$ cat src/rtl/tk_pkg.sv
package tk_pkg;
  localparam int unsigned IDX_W_D     = 5;
  localparam int unsigned IDX_SECS_D  = 28;
  localparam int unsigned IDX_TICKS_D = 29;
  localparam int unsigned IDX_FLAGS_D = 30;
  localparam int unsigned IDX_CTL_D   = 31;

  typedef struct packed {
    logic src_b2b;  // bit 1: 0 external, 1 board-to-board
    logic rise;     // bit 0: 0 falling, 1 rising
  } tk_flags_t;
endpackage

$ cat src/rtl/tk_pps_edge.sv
module tk_pps_edge #(
  parameter int unsigned SYNC_STAGES = 2
) (
  input  logic            clk,
  input  logic            rst,
  input  logic            pps_a,
  input  logic            pps_b,
  input  tk_pkg::tk_flags_t flags,
  output logic            pps_edge
);
  logic                   pps_sel;
  logic [SYNC_STAGES-1:0] samp;
  logic                   prev;

  assign pps_sel = flags.src_b2b ? pps_b : pps_a;

  generate
    if (SYNC_STAGES == 1) begin : g_one
      always_ff @(posedge clk) begin
        if (rst) samp <= '0;
        else     samp <= pps_sel;
      end
    end else begin : g_chain
      always_ff @(posedge clk) begin
        if (rst) samp <= '0;
        else     samp <= {samp[SYNC_STAGES-2:0], pps_sel};
      end
    end
  endgenerate

  always_ff @(posedge clk) begin
    if (rst) prev <= 1'b0;
    else     prev <= samp[SYNC_STAGES-1];
  end

  assign pps_edge = flags.rise ? (samp[SYNC_STAGES-1] & ~prev)
                               : (~samp[SYNC_STAGES-1] & prev);
endmodule

$ cat src/rtl/tk_cfg_regs.sv
module tk_cfg_regs #(
  parameter int unsigned IDX_W     = tk_pkg::IDX_W_D,
  parameter int unsigned DATA_W    = 32,
  parameter int unsigned SEC_W     = 32,
  parameter int unsigned TICK_W    = 32,
  parameter int unsigned IDX_SECS  = tk_pkg::IDX_SECS_D,
  parameter int unsigned IDX_TICKS = tk_pkg::IDX_TICKS_D,
  parameter int unsigned IDX_FLAGS = tk_pkg::IDX_FLAGS_D,
  parameter int unsigned IDX_CTL   = tk_pkg::IDX_CTL_D
) (
  input  logic              clk,
  input  logic              rst,
  input  logic              wr,
  input  logic [IDX_W-1:0]  idx,
  input  logic [DATA_W-1:0] data,
  input  logic              pps_edge,
  output logic [SEC_W-1:0]  pend_sec,
  output logic [TICK_W-1:0] pend_ticks,
  output tk_pkg::tk_flags_t flags,
  output logic              armed,
  output logic              load
);
  logic hit_sec, hit_tick, hit_flag, hit_ctl, imm, arm;

  assign hit_sec  = wr && (idx == IDX_W'(IDX_SECS));
  assign hit_tick = wr && (idx == IDX_W'(IDX_TICKS));
  assign hit_flag = wr && (idx == IDX_W'(IDX_FLAGS));
  assign hit_ctl  = wr && (idx == IDX_W'(IDX_CTL));
  assign imm      = hit_ctl && data[0];
  assign arm      = hit_ctl && !data[0];

  // armed state is the one before this cycle, so an edge together
  // with the arming write does not load
  assign load = imm || (armed && pps_edge);

  always_ff @(posedge clk) begin
    if (rst) begin
      pend_sec   <= '0;
      pend_ticks <= '0;
      flags      <= '0;
    end else begin
      if (hit_sec)  pend_sec   <= SEC_W'(data);
      if (hit_tick) pend_ticks <= TICK_W'(data);
      if (hit_flag) flags      <= tk_pkg::tk_flags_t'(data[1:0]);
    end
  end

  always_ff @(posedge clk) begin
    if (rst)           armed <= 1'b0;
    else if (imm)      armed <= 1'b0;
    else if (arm)      armed <= 1'b1;
    else if (pps_edge) armed <= 1'b0;
  end
endmodule

$ cat src/rtl/tk_counter.sv
module tk_counter #(
  parameter int unsigned SEC_W  = 32,
  parameter int unsigned TICK_W = 32
) (
  input  logic              clk,
  input  logic              rst,
  input  logic              load,
  input  logic [SEC_W-1:0]  ld_sec,
  input  logic [TICK_W-1:0] ld_ticks,
  input  logic [TICK_W-1:0] rate,
  output logic [SEC_W-1:0]  sec,
  output logic [TICK_W-1:0] ticks
);
  logic [TICK_W:0] nxt;
  logic            wrap;

  assign nxt  = {1'b0, ticks} + 1'b1;
  assign wrap = nxt >= {1'b0, rate};

  always_ff @(posedge clk) begin
    if (rst) begin
      sec   <= '0;
      ticks <= '0;
    end else if (load) begin
      sec   <= ld_sec;
      ticks <= ld_ticks;
    end else if (wrap) begin
      sec   <= sec + 1'b1;
      ticks <= '0;
    end else begin
      ticks <= nxt[TICK_W-1:0];
    end
  end
endmodule

$ cat src/rtl/pps_timekeeper.sv
module pps_timekeeper #(
  parameter int unsigned IDX_W       = tk_pkg::IDX_W_D,
  parameter int unsigned DATA_W      = 32,
  parameter int unsigned SEC_W       = 32,
  parameter int unsigned TICK_W      = 32,
  parameter int unsigned SYNC_STAGES = 2,
  localparam int unsigned TIME_W     = SEC_W + TICK_W
) (
  input  logic              clk,
  input  logic              rst,
  input  logic              cfg_wr,
  input  logic [IDX_W-1:0]  cfg_idx,
  input  logic [DATA_W-1:0] cfg_data,
  input  logic [TICK_W-1:0] tick_rate,
  input  logic              pps_ext,
  input  logic              pps_b2b,
  output logic [TIME_W-1:0] time_now
);
  tk_pkg::tk_flags_t flags;
  logic              pps_edge, armed, load_now;
  logic [SEC_W-1:0]  pend_sec, cur_sec;
  logic [TICK_W-1:0] pend_ticks, cur_ticks;

  tk_cfg_regs #(
    .IDX_W(IDX_W), .DATA_W(DATA_W), .SEC_W(SEC_W), .TICK_W(TICK_W)
  ) u_cfg (
    .clk(clk), .rst(rst), .wr(cfg_wr), .idx(cfg_idx), .data(cfg_data),
    .pps_edge(pps_edge), .pend_sec(pend_sec), .pend_ticks(pend_ticks),
    .flags(flags), .armed(armed), .load(load_now)
  );

  tk_pps_edge #(.SYNC_STAGES(SYNC_STAGES)) u_pps (
    .clk(clk), .rst(rst), .pps_a(pps_ext), .pps_b(pps_b2b),
    .flags(flags), .pps_edge(pps_edge)
  );

  tk_counter #(.SEC_W(SEC_W), .TICK_W(TICK_W)) u_cnt (
    .clk(clk), .rst(rst), .load(load_now), .ld_sec(pend_sec),
    .ld_ticks(pend_ticks), .rate(tick_rate), .sec(cur_sec), .ticks(cur_ticks)
  );

  assign time_now = {cur_sec, cur_ticks};
endmodule

$ cat config.mk
export PLATFORM = sky130hd
export DESIGN_NAME = pps_timekeeper
export DESIGN_NICKNAME = d
export VERILOG_FILES = /design/src/rtl/tk_pkg.sv /design/src/rtl/tk_pps_edge.sv /design/src/rtl/tk_cfg_regs.sv /design/src/rtl/tk_counter.sv /design/src/rtl/pps_timekeeper.sv
export SDC_FILE = /design/constraint.sdc
export NUM_CORES = 1
export LEC_CHECK = 0
export CAP_MARGIN = 30
export CORE_MARGIN = 5
export CORE_UTILIZATION = 40
export DETAILED_ROUTE_END_ITERATION = 7
export SYNTH_ARGS = -nofsm -noshare
export SYNTH_HDL_FRONTEND = slang
export SYNTH_HIERARCHICAL = 1
export SYNTH_SLANG_ARGS = --single-unit
export TNS_END_PERCENT = 50
$ cat constraint.sdc
create_clock -name clk -period 7.2 [get_ports clk]
set_clock_uncertainty 0.15 [all_clocks]
set_input_delay 1.44 -clock clk [delete_from_list [all_inputs] [get_ports clk]]
set_output_delay 1.44 -clock clk [all_outputs]
set_load 0.1 [all_outputs]
==> results.md, run 1 <==
* Status: complete, no violations
* Post-synth EDFFs at 0
* Crit. End Element: flip-flop
* Clock sink count at 134
* Leak Pwr at 3.58 nW
* Hold Crit Start: u_cfg/pend_ticks[0]
* Die ar. at 21900 um2
* Fin crit period at 5.18 ns
* Share of cells above drive strength 1 at 6.36%
* Final core utilization at 51.7%
* Dpl cells at 1209
* Asr flop ratio synth at 0%
* Die X at 148 um
* Synth-to-Final Area Change at 27.2%
* CP top delay family: simple AND/OR/NAND/NOR gates
* Synthesized flop and latch total at 134
* Standard-cell rows at 50
* PD cells at 184 nW/um2
* Largest stage delay on the critical path at 0.67 ns
* DR DRC count at 0
* Detailed Routing Iterations Pass 1 at 5
* # diodes at 0
* Largest net degree at the start of global routing at 95
* Buffers & Inverters on Critical Path at 1
* Synth area leaders: dfxtp_1 (35%), nand2b_1 (5.8%), ha_1 (5.6%)
* Crit Path Max Fanout at 31
* Post-synthesis sequential area ratio at 35.3%
* Worst Hold Class: flip-flop to flip-flop
* Most common cell in the netlist: dfxtp_1
* Top achievable clock speed at 0.193 GHz
* Worst r2r src: u_cnt/ticks[10]
* Area leader, netlist: dfxtp_1
* Post-Syn Area at 7610 um2
* Yosys cell types at 64
* Cts repair resizes at 0
* Nets at 1102
* Final hold violations at 0
* Routed Wire Length at 22700 um
* Crit path from: u_cnt/ticks[10]
* CP Launch Type: flip-flop
* Rel. slew slack at 32.9%
* Vias in the first global route at 6322
* First-pass GRT wire length at 36000 um
* RSZ-0062 raised after global routing: no
* Die Height at 148 um
* Worst path required time at 7.41 ns
* Clk Latency, worst-skew pair at 0.42 ns
* Starting Density at 40.7%
* CP Data Arrival Time at 5.39 ns
* Via count at 6904
* I/O Buffers at 137
* Setup Fix Bufs, Post-CTS at 0
* Clk buf depth at 2
* Final HPWL DP at 16200 um
* Congestion Overflow GR at 0
* Main synth FF type: dfxtp_1
* Cell breakdown of the critical path: nand4_1 > nor4_2 > nand2_1 > nor2_1 > nand2_1 > xnor2_1 > ha_1 > a21oi_1 > o21ai_1 > or4_1 > a211o_1 > o211a_4 > nor2_4 > buf_4 > a32o_1
* Final worst-path cycle share at 72.0%
* Post-Syn Instances at 889
* Routed len/inst at 18.3 um
* DR iter-0 viols at 706
* Setup total negative slack at 0 ns
* Vias/cell at 5.57
* Critical path type: flip-flop to flip-flop
* RePlAce Congestion at 0.809
* Max cap viols at 0
* Synth top cells by count: dfxtp_1 (134), nand2b_1 (71), o21ai_0 (65), nand2_1 (62), a21oi_1 (57)
* Critical-path top delay cell: nor2_4
* H-Tree Depth at 4
* GR Util All Layers at 20.4%
* Initial antenna violation count at 0
* Endpoints failing setup at 0
* Most Frequent Cell on Critical Path: nand2_1
* Final Non-Filler Cells at 1240
* Yosys Warn Count at 6
* CTS tree: yes
* Root buf cell: clkbuf_16
* Post-synthesis net count at 997
* Core Region at 18700 um2
* Post-synth top area share at 35.3%
* Post-route ant nets at 0
* CTS buffer count at 17
* Hold_buf cts at 0
* Syn avg cell area at 8.56 um2
* # IOs at 138
* Clock transition at path regs at 0.06 ns
* Worst vdd ir at 0.165 mV
* Worst-Margin Slew at 1.00 ns
* Max-slew violations at 0
-- sequential cells by signal, summed over array words and instances, names as in the netlist --
register          flops
u_cnt/sec            32
u_cfg/flags           2
u_cnt/ticks          32
u_pps/prev            1
u_cfg/pend_sec       32
u_pps/samp            2
u_cfg/armed           1
u_cfg/pend_ticks     32
-- where the power goes --
| part | switching (mW) | internal (mW) | leakage (nW) |
|---|---|---|---|
| clock network | 0.323 | 0.543 | 0.281 |
| logic | 0.0899 | 0.0693 | 2.22 |
| registers | 0.00867 | 0.749 | 1.08 |
-- cells in the final DEF (no fill, tap or decap), types with 23 or more instances in the layout --
cell | Yosys | final
nand3_1 | 31 | 31
nor2b_1 | 37 | 36
mux2i_1 | 36 | 36
ha_1 | 34 | 34
dfxtp_1 | 134 | 134
a21oi_1 | 57 | 57
nand2_1 | 62 | 62
clkdlybuf4s50_1 | 0 | 136
o21ai_0 | 65 | 65
a32o_1 | 34 | 34
xnor2_1 | 23 | 23
nand2b_1 | 71 | 71
inv_1 | 37 | 37
nor2_1 | 39 | 39
-- through the flow --
step / hold slack [ns] / power, mW / area, um2 / setup slack [ns]
2_1_floorplan: 0.262 / 0.861 / 7610 / 2.50
3_3_place_gp: 0.284 / 0.931 / 9060 / 1.98
3_5_place_dp: 0.280 / 0.933 / 9090 / 1.94
4_1_cts: 0.296 / 1.80 / 9680 / 2.06
5_1_grt: 0.325 / 1.85 / 9680 / 1.75
6_report: 0.303 / 1.78 / 9680 / 2.02
-- area by class of cell --
cell class	count	area [um2]
multi-input cells	655	4500
clock buffers	23	488
clock inverters	8	97.6
repair buffers	148	1470
inverters	38	143
fillers	1771	9030
well taps	234	293
flip-flops and latches	134	2680
-- cell families after synthesis --
kind of cell	synth area share [%]
xor+xnor	3.45
mux	4.74
fa+ha+maj	5.59
simple gates	22.8
buf+inv	5.67
compound gates	22.5
flops	35.3
-- worst reg2reg max path: cells and delay by family (launching register included) --
| family | cells | cell delay, ns |
|---|---|---|
| adder cells (fa/ha/maj) | 1 | 0.31 |
| AND/OR/NAND/NOR | 7 | 2.39 |
| XOR/XNOR | 1 | 0.25 |
| flip-flops | 1 | 0.42 |
| AO/OA/AOI/OAI | 5 | 1.13 |
| buffers and inverters | 1 | 0.50 |
-- final timing paths --
check                                  endpoint  slack (ns)  cells after the start
worst max register to register  u_cnt/ticks[30]        2.02                     15
worst min register to register   u_cnt/ticks[0]        0.30                      2
worst min-delay path             u_cnt/ticks[0]        0.30                      2
worst max-delay path            u_cnt/ticks[30]        2.02                     15
-- routing by layer --
layer | vias to the layer above | part of all wire [%] | global-route usage [%]
met5 | - | 0 | 0
met4 | 0 | 1.5 | 6.28
met3 | 24 | 6.3 | 3.86
met2 | 226 | 42 | 29.5
met1 | 3222 | 50 | 30.7
li1 | 3432 | - | -
Power figures use the tool's default switching activity.
==> inputs of run 2 (changes only) <==
--- a/config.mk
+++ b/config.mk
@@ -9,6 +9,7 @@
 export CORE_MARGIN = 5
 export CORE_UTILIZATION = 40
 export DETAILED_ROUTE_END_ITERATION = 7
+export PLACE_DENSITY = 0.66
 export SYNTH_ARGS = -nofsm -noshare
 export SYNTH_HDL_FRONTEND = slang
 export SYNTH_HIERARCHICAL = 1
==> constraint.sdc (replaced) <==
create_clock -name clk -period 4.3 [get_ports clk]
set_clock_uncertainty 0.15 [all_clocks]
set_input_delay 0.86 -clock clk [delete_from_list [all_inputs] [get_ports clk]]
set_output_delay 0.86 -clock clk [all_outputs]
set_load 0.1 [all_outputs]
==> results.md, run 2 (synthesized netlist as in run 1, its figures left out) <==
* Status: complete, no violations
* # IOs at 138 (unchanged)
* Clk buf depth at 2 (unchanged)
* H-Tree Depth at 4 (unchanged)
* Most common cell after layout, fill and taps aside: clkdlybuf4s50_1
* Leak Pwr at 3.74 nW (+4.4%)
* Dpl cells at 1218 (+0.74%)
* Synth-to-Final Area Change at 30.6%
* Final hold violations at 0 (unchanged)
* Post-route cell area at 9930 um2 (+2.7%)
* CTS buffer count at 17 (unchanged)
* R2R cell count at 15 (unchanged)
* Core Region at 18700 um2 (unchanged)
* Post-route ant nets at 0 (unchanged)
* Fin crit period at 4.11 ns (-1.07 ns)
* Most Frequent Cell on Critical Path: and3_1
* Buffers & Inverters on Critical Path at 1 (unchanged)
* Worst Hold Class: flip-flop to flip-flop
* Crit Path Max Fanout at 26 (-16%)
* Largest net degree at the start of global routing at 70 (-26%)
* DR iter-0 viols at 538 (-24%)
* M3 GR Usage at 4.57% (+0.71 points)
* Starting Density at 40.7% (unchanged)
* Die ar. at 21900 um2 (unchanged)
* Max cap viols at 0 (unchanged)
* Largest stage delay on the critical path at 0.50 ns (-0.17 ns)
* Clk Latency, worst-skew pair at 0.42 ns (about the same)
* Critical-path top delay cell: or4_1
* CP Depth at 15 (unchanged)
* Hold slack at 0.293 ns (-0.0103 ns)
* Met2 usage at 30.2% (+0.76 points)
* Fillcell total at 1751 (-1.1%)
* Final core utilization at 53.1% (+1.4 points)
* Root buf cell: clkbuf_16
* First-pass GRT wire length at 36000 um (about the same)
* Die Height at 148 um (unchanged)
* CTS tree: yes
* Final Non-Filler Cells at 1251 (+0.89%)
* Die X at 148 um (unchanged)
* Rel. slew slack at 33.1% (+0.20 points)
* Final worst-path cycle share at 95.6% (+24 points)
* Worst vdd ir at 0.281 mV (+70%)
* RePlAce Congestion at 0.867 (+7.2%)
* Max-slew violations at 0 (unchanged)
* Clock transition at path regs at 0.06 ns (about the same)
* Crit. End Element: flip-flop
* PD cells at 325 nW/um2 (+76%)
* Top achievable clock speed at 0.243 GHz (+26%)
* M1 GR Usage at 29.7% (-1.0 points)
* Standard-cell rows at 50 (unchanged)
* Congestion Overflow GR at 0 (unchanged)
* Cell breakdown of the critical path: and3_1 > and3_1 > nand4_1 > nor2_1 > nand2_1 > xnor2_1 > ha_1 > a21oi_1 > o21ai_1 > or4_1 > a211o_1 > o211a_4 > nor2_4 > buf_12 > o32ai_1
* Worst setup margin at 0.191 ns (-1.83 ns)
* Share of cells above drive strength 1 at 10.0% (+3.7 points)
* Vias in the first global route at 6517 (+3.1%)
* Clock sink count at 134 (unchanged)
* I/O Buffers at 137 (unchanged)
* Critical path type: flip-flop to flip-flop
* Worst path required time at 4.43 ns (-2.98 ns)
* Via count at 6988 (+1.2%)
* Vias/cell at 5.59 (+0.33%)
* Final HPWL DP at 16200 um (+0.13%)
* Gr busiest metal: met2
* Most frequent cells in the layout: clkdlybuf4s50_1 (136), dfxtp_1 (111), nand2b_1 (71), o21ai_0 (65), nand2_1 (62)
* WHS Path Cells at 2 (unchanged)
* CP Data Arrival Time at 4.24 ns (-1.15 ns)
* # diodes at 0 (unchanged)
* Endpoints failing setup at 0 (unchanged)
* CP Launch Type: flip-flop
* Routed Wire Length at 22700 um (about the same)
* Pwr Total at 3.23 mW (+81%)
* Setup total negative slack at 0 ns (unchanged)
* Initial antenna violation count at 0 (unchanged)
* DR DRC count at 0 (unchanged)
* Routed len/inst at 18.1 um (-0.89%)
* Nets at 1112 (+0.91%)
* CP top delay family: simple AND/OR/NAND/NOR gates
* Place WS at 0.134 ns (-1.81 ns)
* Placed cell area at 9220 um2 (+1.4%)
* Worst-Margin Slew at 0.994 ns (-0.00907 ns)
* Hold_buf cts at 0 (unchanged)
* Detailed Routing Iterations Pass 1 at 5 (unchanged)
* GR Util All Layers at 20.4% (-0.074 points)
[run 2: cell types whose count changed in the layout (fill, tap and decap cells not counted), moves of 3 or more]
cell,delta
dfxtp_1,-23
buf_12,+4
bufinv_16,+4
buf_4,+7
dfxtp_2,+22
clkinvlp_4,-3
[run 2: worst min-delay path: cells and delay by family, from the launching register on]
family           cells  cell delay, ns
flip-flops           1            0.31
AND/OR/NAND/NOR      1            0.05
AO/OA/AOI/OAI        1            0.05
[run 2: repair_timing]
action	CTS	global route
buffers inserted	0	1
endpoints found under the hold margin	0	0
setup endpoints to repair	0	62
gates resized for setup	0	4
[run 2: routing by layer]
layer	wire (um)	up-vias
met2	10000	249
met4	299	0
met5	0	-
li1	-	3457
met3	1570	21
met1	10800	3261
[run 2: path summary, 6_finish.rpt]
path,startpoint,to,slack (ns)
max,u_cnt/ticks[19],u_cnt/sec[13],0.19
min,u_cfg/pend_ticks[0],u_cnt/ticks[0],0.29
max reg2reg,u_cnt/ticks[19],u_cnt/sec[13],0.19
min reg2reg,u_cfg/pend_ticks[0],u_cnt/ticks[0],0.29
[run 2: where the power goes]
group | switching, mW | leakage, nW | internal [mW]
logic | 0.148 | 2.31 | 0.115
clock network | 0.556 | 0.338 | 1.14
registers | 0.0169 | 1.09 | 1.25
[run 2: cell type report]
cell class              count  area, um2  area share [%]
clock buffers              21        470            4.74
clock inverters            11        218            2.19
inverters                  38        143            1.44
multi-input cells         655       4520            45.5
flip-flops and latches    134       2710            27.3
well taps                 234        293            2.95
repair buffers            158       1580            15.9
==> inputs of run 3 (changes only) <==
--- a/config.mk
+++ b/config.mk
@@ -8,6 +8,7 @@
 export CAP_MARGIN = 30
 export CORE_MARGIN = 5
 export CORE_UTILIZATION = 40
+export CTS_CLUSTER_SIZE = 25
 export DETAILED_ROUTE_END_ITERATION = 7
 export PLACE_DENSITY = 0.66
 export SYNTH_ARGS = -nofsm -noshare
==> results of run 3 <==
Final layout, timing and power as in run 2 (identical DEF).
